--- config.mk ---
export PLATFORM = sky130hd
export DESIGN_NAME = tx_ifg_ctrl
export DESIGN_NICKNAME = d
export VERILOG_FILES = /design/src/rtl/ifg_pkg.sv /design/src/rtl/ifg_regs.sv /design/src/rtl/ifg_gap_calc.sv /design/src/rtl/ifg_gap_timer.sv /design/src/rtl/tx_ifg_ctrl.sv
export SDC_FILE = /design/constraint.sdc
export NUM_CORES = 1
export LEC_CHECK = 0
export BUFFER_PORTS_ARGS = -buffer_cell sky130_fd_sc_hd__buf_2
export CORE_MARGIN = 2
export CORE_UTILIZATION = 43
export CTS_CLUSTER_DIAMETER = 80
export DETAILED_ROUTE_END_ITERATION = 12
export PLACE_DENSITY = 0.77
export SLEW_MARGIN = 20
export SYNTH_ARGS = -nofsm -noshare
export SYNTH_HDL_FRONTEND = slang
export SYNTH_HIERARCHICAL = 1
export SYNTH_SLANG_ARGS = --single-unit
export TNS_END_PERCENT = 20
--- constraint.sdc ---
create_clock -name clk -period 1.52 [get_ports clk]
set_input_delay 0.228 -clock clk [delete_from_list [all_inputs] [get_ports clk]]
set_output_delay 0.228 -clock clk [all_outputs]
set_load 0.005 [all_outputs]
--- src/rtl/ifg_pkg.sv ---
package ifg_pkg;
  localparam int IFG_ADDR_W = 8;
  localparam int IFG_DATA_W = 32;
  localparam int IFG_GAP_W  = 8;
  localparam int IFG_MIN    = 12;
  localparam int IFG_EN_BIT = 25;

  typedef enum logic [1:0] {
    ST_IDLE  = 2'd0,
    ST_FRAME = 2'd1,
    ST_GAP   = 2'd2
  } ifg_state_e;
endpackage

--- src/rtl/ifg_regs.sv ---
module ifg_regs #(
  parameter int ADDR_W = 8,
  parameter int DATA_W = 32,
  parameter int GAP_W  = 8,
  parameter int EN_BIT = 25,
  parameter logic [ADDR_W-1:0] GAP_ADDR = 8'h08,
  parameter logic [ADDR_W-1:0] CFG_ADDR = 8'h04
) (
  input  logic              clk,
  input  logic              rst,
  input  logic              wr,
  input  logic              rd,
  input  logic [ADDR_W-1:0] addr,
  input  logic [DATA_W-1:0] wdata,
  output logic [DATA_W-1:0] rdata,
  output logic [GAP_W-1:0]  gap_val,
  output logic              adj_en
);
  logic [DATA_W-1:0] rd_mux;
  logic              hit_gap;
  logic              hit_cfg;

  assign hit_gap = (addr == GAP_ADDR);
  assign hit_cfg = (addr == CFG_ADDR);

  always_ff @(posedge clk) begin
    if (rst) begin
      gap_val <= '0;
      adj_en  <= 1'b0;
    end else if (wr) begin
      if (hit_gap) gap_val <= wdata[GAP_W-1:0];
      if (hit_cfg) adj_en  <= wdata[EN_BIT];
    end
  end

  always_comb begin
    rd_mux = '0;
    if (hit_gap)      rd_mux[GAP_W-1:0] = gap_val;
    else if (hit_cfg) rd_mux[EN_BIT]    = adj_en;
  end

  always_ff @(posedge clk) begin
    if (rst)     rdata <= '0;
    else if (rd) rdata <= rd_mux;
  end
endmodule

--- src/rtl/ifg_gap_calc.sv ---
module ifg_gap_calc #(
  parameter int GAP_W   = 8,
  parameter int MIN_GAP = 12
) (
  input  logic [GAP_W-1:0] gap_val,
  input  logic             adj_en,
  output logic [GAP_W-1:0] eff_gap
);
  localparam logic [GAP_W-1:0] FLOOR = GAP_W'(MIN_GAP);

  always_comb begin
    if (adj_en && (gap_val >= FLOOR)) eff_gap = gap_val;
    else                              eff_gap = FLOOR;
  end
endmodule

--- src/rtl/ifg_gap_timer.sv ---
module ifg_gap_timer
  import ifg_pkg::*;
#(
  parameter int GAP_W = 8
) (
  input  logic             clk,
  input  logic             rst,
  input  logic             frm_req,
  input  logic             byte_valid,
  input  logic             byte_last,
  input  logic [GAP_W-1:0] eff_gap,
  output logic             frm_ready
);
  localparam logic [GAP_W-1:0] ONE = GAP_W'(1);

  ifg_state_e       state;
  logic [GAP_W-1:0] cnt;
  logic [GAP_W-1:0] gap_q;

  always_ff @(posedge clk) begin
    if (rst) begin
      state     <= ST_IDLE;
      cnt       <= '0;
      gap_q     <= '0;
      frm_ready <= 1'b1;
    end else begin
      unique case (state)
        ST_IDLE: begin
          if (frm_req) begin
            state     <= ST_FRAME;
            frm_ready <= 1'b0;
          end
        end
        ST_FRAME: begin
          if (byte_valid && byte_last) begin
            state <= ST_GAP;
            cnt   <= ONE;
            gap_q <= eff_gap;
          end
        end
        ST_GAP: begin
          if (cnt == gap_q) begin
            state     <= ST_IDLE;
            cnt       <= '0;
            frm_ready <= 1'b1;
          end else begin
            cnt <= cnt + ONE;
          end
        end
        default: begin
          state     <= ST_IDLE;
          frm_ready <= 1'b1;
        end
      endcase
    end
  end
endmodule

--- src/rtl/tx_ifg_ctrl.sv ---
module tx_ifg_ctrl
  import ifg_pkg::*;
#(
  parameter int ADDR_W  = IFG_ADDR_W,
  parameter int DATA_W  = IFG_DATA_W,
  parameter int GAP_W   = IFG_GAP_W,
  parameter int MIN_GAP = IFG_MIN,
  parameter int EN_BIT  = IFG_EN_BIT,
  parameter logic [ADDR_W-1:0] GAP_ADDR = 8'h08,
  parameter logic [ADDR_W-1:0] CFG_ADDR = 8'h04
) (
  input  logic              clk,
  input  logic              rst,
  input  logic              reg_wr,
  input  logic              reg_rd,
  input  logic [ADDR_W-1:0] reg_addr,
  input  logic [DATA_W-1:0] reg_wdata,
  output logic [DATA_W-1:0] reg_rdata,
  input  logic              frm_req,
  output logic              frm_ready,
  input  logic              byte_valid,
  input  logic              byte_last
);
  logic [GAP_W-1:0] gap_val;
  logic [GAP_W-1:0] eff_gap;
  logic             adj_en;

  ifg_regs #(
    .ADDR_W(ADDR_W), .DATA_W(DATA_W), .GAP_W(GAP_W), .EN_BIT(EN_BIT),
    .GAP_ADDR(GAP_ADDR), .CFG_ADDR(CFG_ADDR)
  ) u_regs (
    .clk(clk), .rst(rst), .wr(reg_wr), .rd(reg_rd), .addr(reg_addr),
    .wdata(reg_wdata), .rdata(reg_rdata), .gap_val(gap_val), .adj_en(adj_en)
  );

  ifg_gap_calc #(.GAP_W(GAP_W), .MIN_GAP(MIN_GAP)) u_calc (
    .gap_val(gap_val), .adj_en(adj_en), .eff_gap(eff_gap)
  );

  ifg_gap_timer #(.GAP_W(GAP_W)) u_timer (
    .clk(clk), .rst(rst), .frm_req(frm_req), .byte_valid(byte_valid),
    .byte_last(byte_last), .eff_gap(eff_gap), .frm_ready(frm_ready)
  );
endmodule

==> flow_summary.toml, run 1 <==
[pwr]
ir_worst_vdd_uv = 472
p_comb_share_pct = 8.7
power.internal_uw = 1370
power.switching_uw = 434
power.density_mw_per_mm2 = 774
leakagePower_uw = 0.000989
power_frac_seq_pct = 54.7
total_power_uw = 1800
switching_share_pct = 24.1
p_clk_share_pct = 36.6

[placement]
dpl.hpwl_um = 2710
gp_congestion = 0.789
port_buffers = 33
placed_area_mm2 = 0.00219

[critical_path]
endpoint_kind = "flop"
required_ns = 1.70
start_kind = "flop"
worst_r2r_startpoint = "u_timer/cnt[6]"
crit_fanout = 7
critPathKind = "reg2reg"
r2r-end = "u_timer/cnt[7]"
crit_end = "u_timer/cnt[7]"
cp-startpoint = "u_timer/cnt[6]"
worstRegToRegCells = 5
ff2ff_setup_slack_ns = -0.02
arrival_ns = 1.72

[job]
cap_violations = 0

[synthesis]
yosysUniqueCellTypes = 41
yosysWarnings = 6
async_flop_share_pct = 0
synthCells = 229
synth_edf_count = 0
ys_seq_area_share_pct = 37.8
synth.cell_area_mm2 = 0.00196
synth_ff_type = "dfxtp_1"
avgSynthCellArea_um2 = 8.56
ys_ff_latch = 37

[final_layout]
drive_gt1_share_pct = 26.7
final_cell_mix = "34 x dfxtp_1, 33 x buf_2, 29 x nand2b_1, 28 x nand2_1, 24 x a21oi_1"
layout.area.seq_um2 = 747
multi_input_area_mm2 = 0.00110
fin_nets = 328
syn_to_final_growth_pct = 18.7
num_antenna_cells = 0
fillers = 410
final_common_cell = "dfxtp_1"
stdcell_area_mm2 = 0.00233

[sta]
fin_worst_skew_ns = 0.00889
period_needed_ns = 1.54
max_freq_mhz = 648
setup_viol = 2
finalHoldViolations = 0
maxSlewViolCount = 0
final.setup.worst_slack_ns = -0.0222
holdWs_ns = 0.136
fin_crit_sh_pct = 101
rsz0062_at_grt = "true"

[cts]
cts_buffers = 5
clockBufferDepth = 2
cts-root-buf = "clkbuf_8"
htreeDepth = 2
clock_latency_ns = 0.29
path_clk_slew_ns = 0.08
cts_sinks = 37
cts_tree = "built"

[global_route]
track_usage_pct = 15.1
grt_pass1_wl_um = 6230
overflow = 0
grt_max_degree = 40
antenna_found_initial = 0
grt_pass1_vias = 1469

[die]
die_h_um = 71.5
dieArea_mm2 = 0.00512
core_area_mm2 = 0.00438
initial_core_util_pct = 44.7
rows = 24
die_x_um = 71.5
pin_count = 80

[routing]
drc_errors = 0
antenna_left = 0
wl_um = 3700
post_drt_wl_per_cell_um = 11.1
routed_via_density = 4.84
drtIter0Drc = 89
dr.pass1.iters = 4
vias = 1612

[outcome]
outcome = "finished, violations left"
violations = "negative setup slack"

[hold_path]
hp-class = "in2reg"
power by group through the flow:
stage | Sequential [uW] | Clock (uW) | Combinational (uW)
global placement | 1010 | 0 | 151
floorplan | 1010 | 0 | 130
global route | 988 | 721 | 176
CTS | 988 | 678 | 155
finish | 986 | 659 | 156
detailed placement | 1010 | 0 | 154
worst max-delay path, stage by stage, from the launching register on:
cell     delay [ns]
dfxtp_4        0.36
xor2_1         0.15
nor4_2         0.35
a211o_2        0.27
nor2_1         0.05
a211o_1        0.25
sequential cells by signal, summed over array words and instances (netlist names):
signal,count
u_regs/rdata,9
u_timer/gap_q,8
u_regs/gap_val,8
u_regs/adj_en,1
u_timer/frm_ready,1
u_timer/state,2
u_timer/cnt,8
cells by family (layout without fill, tap and decap cells):
| logic type | count (synthesis) | count (layout) | synth area share [%] |
|---|---|---|---|
| XOR/XNOR | 10 | 10 | 4.47 |
| flip-flops | 37 | 37 | 37.8 |
| AO/OA/AOI/OAI | 38 | 38 | 11.6 |
| multiplexers | 9 | 9 | 4.59 |
| other | 1 | 23 | 0.191 |
| buffers and inverters | 32 | 62 | 11.0 |
| AND/OR/NAND/NOR | 101 | 101 | 29.7 |
| adder cells (fa/ha/maj) | 1 | 1 | 0.638 |
stage by stage:
stage / TNS, ns / instances / util (%) / worst slack (ns)
6_report: -0.0311 / 333 / 53.1 / -0.0222
5_1_grt: -0.179 / 333 / 53.1 / -0.0761
4_1_cts: -0.0424 / 330 / 52.2 / -0.0424
3_5_place_dp: -0.0605 / 320 / 49.9 / -0.0605
3_3_place_gp: -0.0220 / 320 / 49.9 / -0.0220
2_1_floorplan: 0 / 251 / - / 0.0514
final cells by class:
type                       instances  area share [%]
timing repair buffer              53            14.1
clock buffer                       6            3.12
multi-input combinational        182            47.3
clock inverter                     2           0.430
tap                               52            2.80
sequential                        37            32.1
inverter                           1           0.161
worst min path at each step:
stage	start	end	slack (ns)	cells past startpoint
3_5_place_dp	rst	u_timer/cnt[4]	0.45	2
2_1_floorplan	rst	u_timer/state[0]	0.30	1
5_1_grt	rst	u_timer/cnt[4]	0.15	2
4_1_cts	rst	u_timer/cnt[4]	0.12	2
3_3_place_gp	rst	u_timer/cnt[4]	0.45	2
6_report	rst	u_timer/cnt[4]	0.14	2
Yosys cell counts, types with 3 or more instances:
cell type	instances	area, um^2
a21oi_1	24	120
and2_1	4	25.0
buf_4	23	173
clkbuf_1	6	22.5
dfxtp_1	37	741
mux2i_1	9	90.1
nand2_1	28	105
nand2b_1	29	181
nand3_1	6	30.0
nand4_1	8	50.1
nor2_1	4	15.0
nor3_1	3	15.0
o21ai_0	5	25.0
or3_1	3	18.8
xor2_1	9	78.8
layer usage:
metal / GRT usage (%) / up-vias / share of wire (%) / wire, um
li1: - / 844 / - / -
met1: 17.4 / 726 / 44 / 1650
met2: 26.7 / 36 / 50 / 1840
met3: 4.22 / 6 / 4.7 / 175
met4: 5.03 / 0 / 1.3 / 47
met5: 0 / - / 0 / 0
timing repair:
action / in CTS / in global routing
setup endpoints to repair: 3 / 6
gates cloned: 0 / 0
gates resized for setup: 2 / 5
setup buffers: 2 / 3
hold buffers: 0 / 0
pin swaps: 3 / 2
Power figures use the tool's default switching activity.
==> run 2: changes to the inputs <==
--- a/config.mk
+++ b/config.mk
@@ -5,15 +5,15 @@
 export SDC_FILE = /design/constraint.sdc
 export NUM_CORES = 1
 export LEC_CHECK = 0
+export ABC_AREA = 1
 export BUFFER_PORTS_ARGS = -buffer_cell sky130_fd_sc_hd__buf_2
 export CORE_MARGIN = 2
 export CORE_UTILIZATION = 43
 export CTS_CLUSTER_DIAMETER = 80
 export DETAILED_ROUTE_END_ITERATION = 12
-export PLACE_DENSITY = 0.77
+export PLACE_DENSITY = 0.78
 export SLEW_MARGIN = 20
 export SYNTH_ARGS = -nofsm -noshare
 export SYNTH_HDL_FRONTEND = slang
-export SYNTH_HIERARCHICAL = 1
 export SYNTH_SLANG_ARGS = --single-unit
 export TNS_END_PERCENT = 20
==> run 2 against run 1 <==
Against the previous run: the flow now finishes without violations; total power rose by 4.6%; cell area fell by 10%; sequential share of layout area rose by 3.4 points; combinational power rose by 23%; via count fell by 1.1%; hold slack improved by 0.076 ns; core utilization fell by 4.5 points; global-route usage fell by 0.31 points; critical path type unchanged; largest cell class unchanged.
==> flow_summary.toml, run 2 <==
[outcome]
outcome = "complete, no violations"

[final_layout]
utilization_pct = 48.6
drive_gt1_share_pct = 18.1
syn_to_final_growth_pct = 10.9
largest_reg_flops = 9
stdcell_count = 345
final_cell_mix = "65 x nand2_1, 37 x dfxtp_1, 33 x buf_2, 31 x a21oi_1, 23 x conb_1"
fillers = 427
final_common_cell = "nand2_1"
multi_input_area_um2 = 920
fin_nets = 341
layout.area.seq_um2 = 741
largest-register = "u_regs.rdata"
num_antenna_cells = 0

[die]
die_x_um = 70.1
core_area_mm2 = 0.00429
die_h_um = 70.1
dieArea_mm2 = 0.00492
pin_count = 80
initial_core_util_pct = 43.8
rows = 24

[critical_path]
worstRegToRegCells = 5
arrival_ns = 1.47
endpoint_kind = "flop"
cp_common_cell = "inv_1"
r2r-end = "u_timer.gap_q[1]"
ff2ff_setup_slack_ns = 0.27
critPathKind = "reg2reg"
worst_r2r_startpoint = "u_timer.state[1]"
cp-startpoint = "u_timer.state[1]"
cp_cell_sequence = "inv_1 > nand4_4 > inv_1 > o21ai_0 > a21oi_1"
start_kind = "flop"
required_ns = 1.74
path_buf_inv = 2
crit_fanout = 12
critPathSlowestCell = "dfxtp_1"
crit_path_max_incr_delay_ns = 0.34
path_delay_family = "buffers and inverters"

[synthesis]
avgSynthCellArea_um2 = 7.26
synthCells = 259
ys_top_cells_by_count = "65 x nand2_1, 37 x dfxtp_1, 31 x a21oi_1"
synth.top_cells.by_area = "dfxtp_1 39%, nand2_1 13%, buf_4 10%"
synth.cell_area_mm2 = 0.00188
synth_edf_count = 0
yosysTopAreaCellShare_pct = 39.4
synth_ff_type = "dfxtp_1"
synth.largest_area_cell = "dfxtp_1"
yosysWarnings = 0
ys_seq_area_share_pct = 39.4
async_flop_share_pct = 0
yosysUniqueCellTypes = 24
ys_ff_latch = 37
yosysMostFrequentCell = "nand2_1"

[sta]
period_needed_ns = 1.25
setup_viol = 0
rsz0062_at_grt = "false"
fin_worst_skew_ns = 0.00640
finalHoldViolations = 0
maxSlewViolCount = 0
setup_tns_ns = 0
max_freq_mhz = 801
holdWs_ns = 0.212
fin_crit_sh_pct = 82.2

[global_route]
antenna_found_initial = 0
track_usage_pct = 14.8
grt_max_degree = 19
grt_pass1_vias = 1359
overflow = 0
grt_pass1_wl_um = 5710

[routing]
vias = 1595
routed_via_density = 4.62
drtIter0Drc = 71
drc_errors = 0
wl_um = 3480
post_drt_wl_per_cell_um = 10.1
dr.pass1.iters = 4
antenna_left = 0

[cts]
cts_tree = "built"
cts-root-buf = "clkbuf_8"
htreeDepth = 2
clockBufferDepth = 2
cts_resized = 0
cts_buffers = 5
cts_sinks = 37
holdBufCountCts = 0
clock_latency_ns = 0.29
path_clk_slew_ns = 0.07
postCtsSetupBuffers = 0

[job]
cap_violations = 0

[pwr]
ir_worst_vdd_uv = 449
total_power_uw = 1880
power.density_mw_per_mm2 = 904
leakagePower_uw = 0.000908

[hold_path]
hp-class = "in2reg"
min_path_cells = 3
hold_end = "u_timer.state[0]"
min_from = "frm_req"

[placement]
port_buffers = 33
place_inst = 338
gp_congestion = 0.806
dpl.hpwl_um = 2670
-- run 2: changes by cell type after synthesis, sizes merged, moves of 4 or more --
cell,delta
nand2,+43
nand2b,-29
inv,+20
o21ai,+11
nor2,+10
mux2i,-9
nand3,+9
a21oi,+7
and2,-5
nand4,-5
or2,-4
xor2,-4
-- run 2: worst max path at each step --
stage                       endpoint  depth (start not counted)
finish              u_timer.gap_q[1]                          5
global route        u_timer.gap_q[7]                          4
CTS                   u_timer.cnt[2]                          9
detailed placement    u_timer.cnt[4]                          8
global placement      u_timer.cnt[3]                          8
floorplan             u_timer.cnt[2]                          9
-- run 2: metrics by stage --
stage | setup WS (ns) | area (um^2)
2_1_floorplan | 0.365 | 1960
3_3_place_gp | 0.283 | 2000
3_5_place_dp | 0.275 | 2000
4_1_cts | 0.263 | 2090
5_1_grt | 0.152 | 2090
6_report | 0.271 | 2090
-- run 2: worst register-to-register path, cell delays in order (launching register included) --
cell     delay, ns
dfxtp_1       0.34
inv_1         0.13
nand4_4       0.16
inv_1         0.28
o21ai_0       0.13
a21oi_1       0.15
-- run 2: layer usage --
metal  global-route usage, %  part of all wire [%]  routed length [um]
met1                    18.6                    48                1650
met2                    22.4                    47                1620
met3                    4.33                   4.3                 148
met4                    8.55                   1.6                  54
met5                       0                     0                   0
-- run 2: power by group --
group          switching [uW]  total (uW)  internal, uW
sequential               20.8        1020           999
clock                     314         673           359
combinational             118         192          73.1
total                     453        1880          1430
-- run 2: cell families after synthesis --
group	after synthesis	synth area share (%)
compound gates	48	12.9
other cells	1	0.199
fa+ha+maj	1	0.665
xor+xnor	9	4.19
flops	37	39.4
simple gates	110	26.5
buf+inv	53	16.1
-- run 2: layout make-up --
class / count / area share, %
inverters: 21 / 3.78
flip-flops and latches: 37 / 35.5
multi-input cells: 191 / 44.1
clock buffers: 7 / 4.14
well taps: 52 / 3.12
repair buffers: 37 / 9.36
==> run 3: changes to the inputs <==
--- a/config.mk
+++ b/config.mk
@@ -8,10 +8,10 @@
 export ABC_AREA = 1
 export BUFFER_PORTS_ARGS = -buffer_cell sky130_fd_sc_hd__buf_2
 export CORE_MARGIN = 2
-export CORE_UTILIZATION = 43
+export CORE_UTILIZATION = 47
 export CTS_CLUSTER_DIAMETER = 80
 export DETAILED_ROUTE_END_ITERATION = 12
-export PLACE_DENSITY = 0.78
+export PLACE_DENSITY = 0.81
 export SLEW_MARGIN = 20
 export SYNTH_ARGS = -nofsm -noshare
 export SYNTH_HDL_FRONTEND = slang
==> constraint.sdc (replaced) <==
create_clock -name clk -period 1.23 [get_ports clk]
set_input_delay 0.1845 -clock clk [delete_from_list [all_inputs] [get_ports clk]]
set_output_delay 0.1845 -clock clk [all_outputs]
set_load 0.005 [all_outputs]
==> run 3 against run 2 <==
Against the previous run: wire length is 12% higher; die area is 8.0% lower; count of clock-buffer cells in the layout fell by 2; total power is 48% higher; register-to-register slack got worse by 0.26 ns; first-iteration DRC count shrank 21%; core utilization rose by 12 points; final cell count rose by 2.6%; critical path type unchanged.
==> flow_summary.toml, run 3 (same netlist as run 2, synthesis figures left out) <==
[outcome]
outcome = "complete, no violations"

[global_route]
grt_pass1_vias = 1639
grt_max_degree = 19
grt_pass1_wl_um = 6640
overflow = 0
track_usage_pct = 19.4
antenna_found_initial = 0

[sta]
setup_viol = 0
fin_worst_skew_ns = 0.00848
fin_crit_sh_pct = 99.1
setup_tns_ns = 0
rsz0062_at_grt = "true"
finalHoldViolations = 0
max_freq_mhz = 821
final.setup.worst_slack_ns = 0.0116
period_needed_ns = 1.22
maxSlewViolCount = 0

[hold_path]
hp-class = "in2reg"
min_path_cells = 3
min_from = "reg_wdata[0]"
hold_end = "u_regs.gap_val[0]"

[routing]
vias = 1739
wl_um = 3890
drc_errors = 0
routed_via_density = 4.91
drtIter0Drc = 56
dr.pass1.iters = 4
antenna_left = 0
post_drt_wl_per_cell_um = 11.0

[cts]
htreeDepth = 2
path_clk_slew_ns = 0.08
clockBufferDepth = 2
cts_buffers = 5
cts_tree = "built"
cts-root-buf = "clkbuf_8"
clock_latency_ns = 0.29
cts_sinks = 37
holdBufCountCts = 0

[final_layout]
largest_reg_flops = 9
stdcell_count = 354
fillers = 332
final_common_cell = "nand2_1"
final_cell_mix = "64 x nand2_1, 33 x buf_2, 31 x a21oi_1, 26 x dfxtp_1, 23 x conb_1"
fin_nets = 353
drive_gt1_share_pct = 28.1
largest-register = "u_regs.rdata"
multi_input_area_um2 = 957
syn_to_final_growth_pct = 21.5
utilization_pct = 61.0
num_antenna_cells = 0
layout.area.seq_um2 = 757

[job]
cap_violations = 0

[critical_path]
critPathKind = "reg2reg"
required_ns = 1.41
crit_fanout = 4
worstRegToRegCells = 7
start_kind = "flop"
endpoint_kind = "flop"
worst_r2r_startpoint = "u_timer.cnt[3]"
arrival_ns = 1.40
ff2ff_setup_slack_ns = 0.01
r2r-end = "u_timer.cnt[1]"

[placement]
port_buffers = 33
dpl.hpwl_um = 2740
place_inst = 344
gp_congestion = 0.826
post-place-ws_ns = 0.000287

[die]
rows = 22
die_x_um = 67.3
pin_count = 80
initial_core_util_pct = 50.2
die_h_um = 67.3
dieArea_mm2 = 0.00452
core_area_mm2 = 0.00374

[pwr]
total_power_uw = 2780
leakagePower_uw = 0.00102
power.density_mw_per_mm2 = 1220
ir_worst_vdd_uv = 1150
==> run 3: layout make-up <==
class | instances | share of cell area [%]
inverter | 21 | 3.45
tap | 48 | 2.63
clock inverter | 3 | 2.85
sequential | 37 | 33.1
multi-input combinational | 191 | 41.9
timing repair buffer | 49 | 13.0
clock buffer | 5 | 3.01
==> run 3: stage by stage <==
stage | hold WS (ns) | instance area, um^2
6_report | 0.164 | 2280
2_1_floorplan | 0.349 | 1960
3_5_place_dp | 0.443 | 2080
4_1_cts | 0.158 | 2220
3_3_place_gp | 0.434 | 2080
5_1_grt | 0.170 | 2280
==> run 3: how the worst max path moves through the flow <==
stage                               from  slack (ns)             end  cells past startpoint
after floorplan           u_timer.cnt[3]        0.08  u_timer.cnt[2]                      9
after global placement    u_timer.cnt[1]        0.01  u_timer.cnt[3]                      9
after detailed placement  u_timer.cnt[1]      0.0003  u_timer.cnt[5]                      9
after CTS                 u_timer.cnt[4]       0.004  u_timer.cnt[5]                      9
after global routing      u_timer.cnt[3]       -0.09  u_timer.cnt[1]                      7
final                     u_timer.cnt[3]        0.01  u_timer.cnt[1]                      7
==> run 3: critical path, cell delays in order, from the launching register on <==
cell,delay [ns]
dfxtp_2,0.33
xnor2_1,0.15
nand2_1,0.09
nor2_2,0.13
nand2_2,0.11
buf_4,0.16
nand3_1,0.07
a21oi_1,0.06
==> run 3: timing repair <==
action                     CTS  global route
setup endpoints to repair    4            14
buffers inserted             0             2
gates resized for setup      2            21
pin swaps                    0             7
gates cloned                 0             0
==> run 3: where the power goes <==
part           internal [uW]  switching (uW)  total (uW)  leakage, uW
Combinational            117             170         286     0.000644
Clock                    805             431        1240    0.0000681
Sequential              1230            26.1        1260     0.000306
Total                   2160             627        2780      0.00102
==> run 3: routing by layer <==
metal / routed length, um / up-vias / global-route usage, %
met5: 0 / - / 0
met4: 95 / 0 / 9.69
met3: 287 / 8 / 4.50
met2: 1840 / 82 / 33.2
met1: 1670 / 774 / 22.7
li1: - / 875 / -
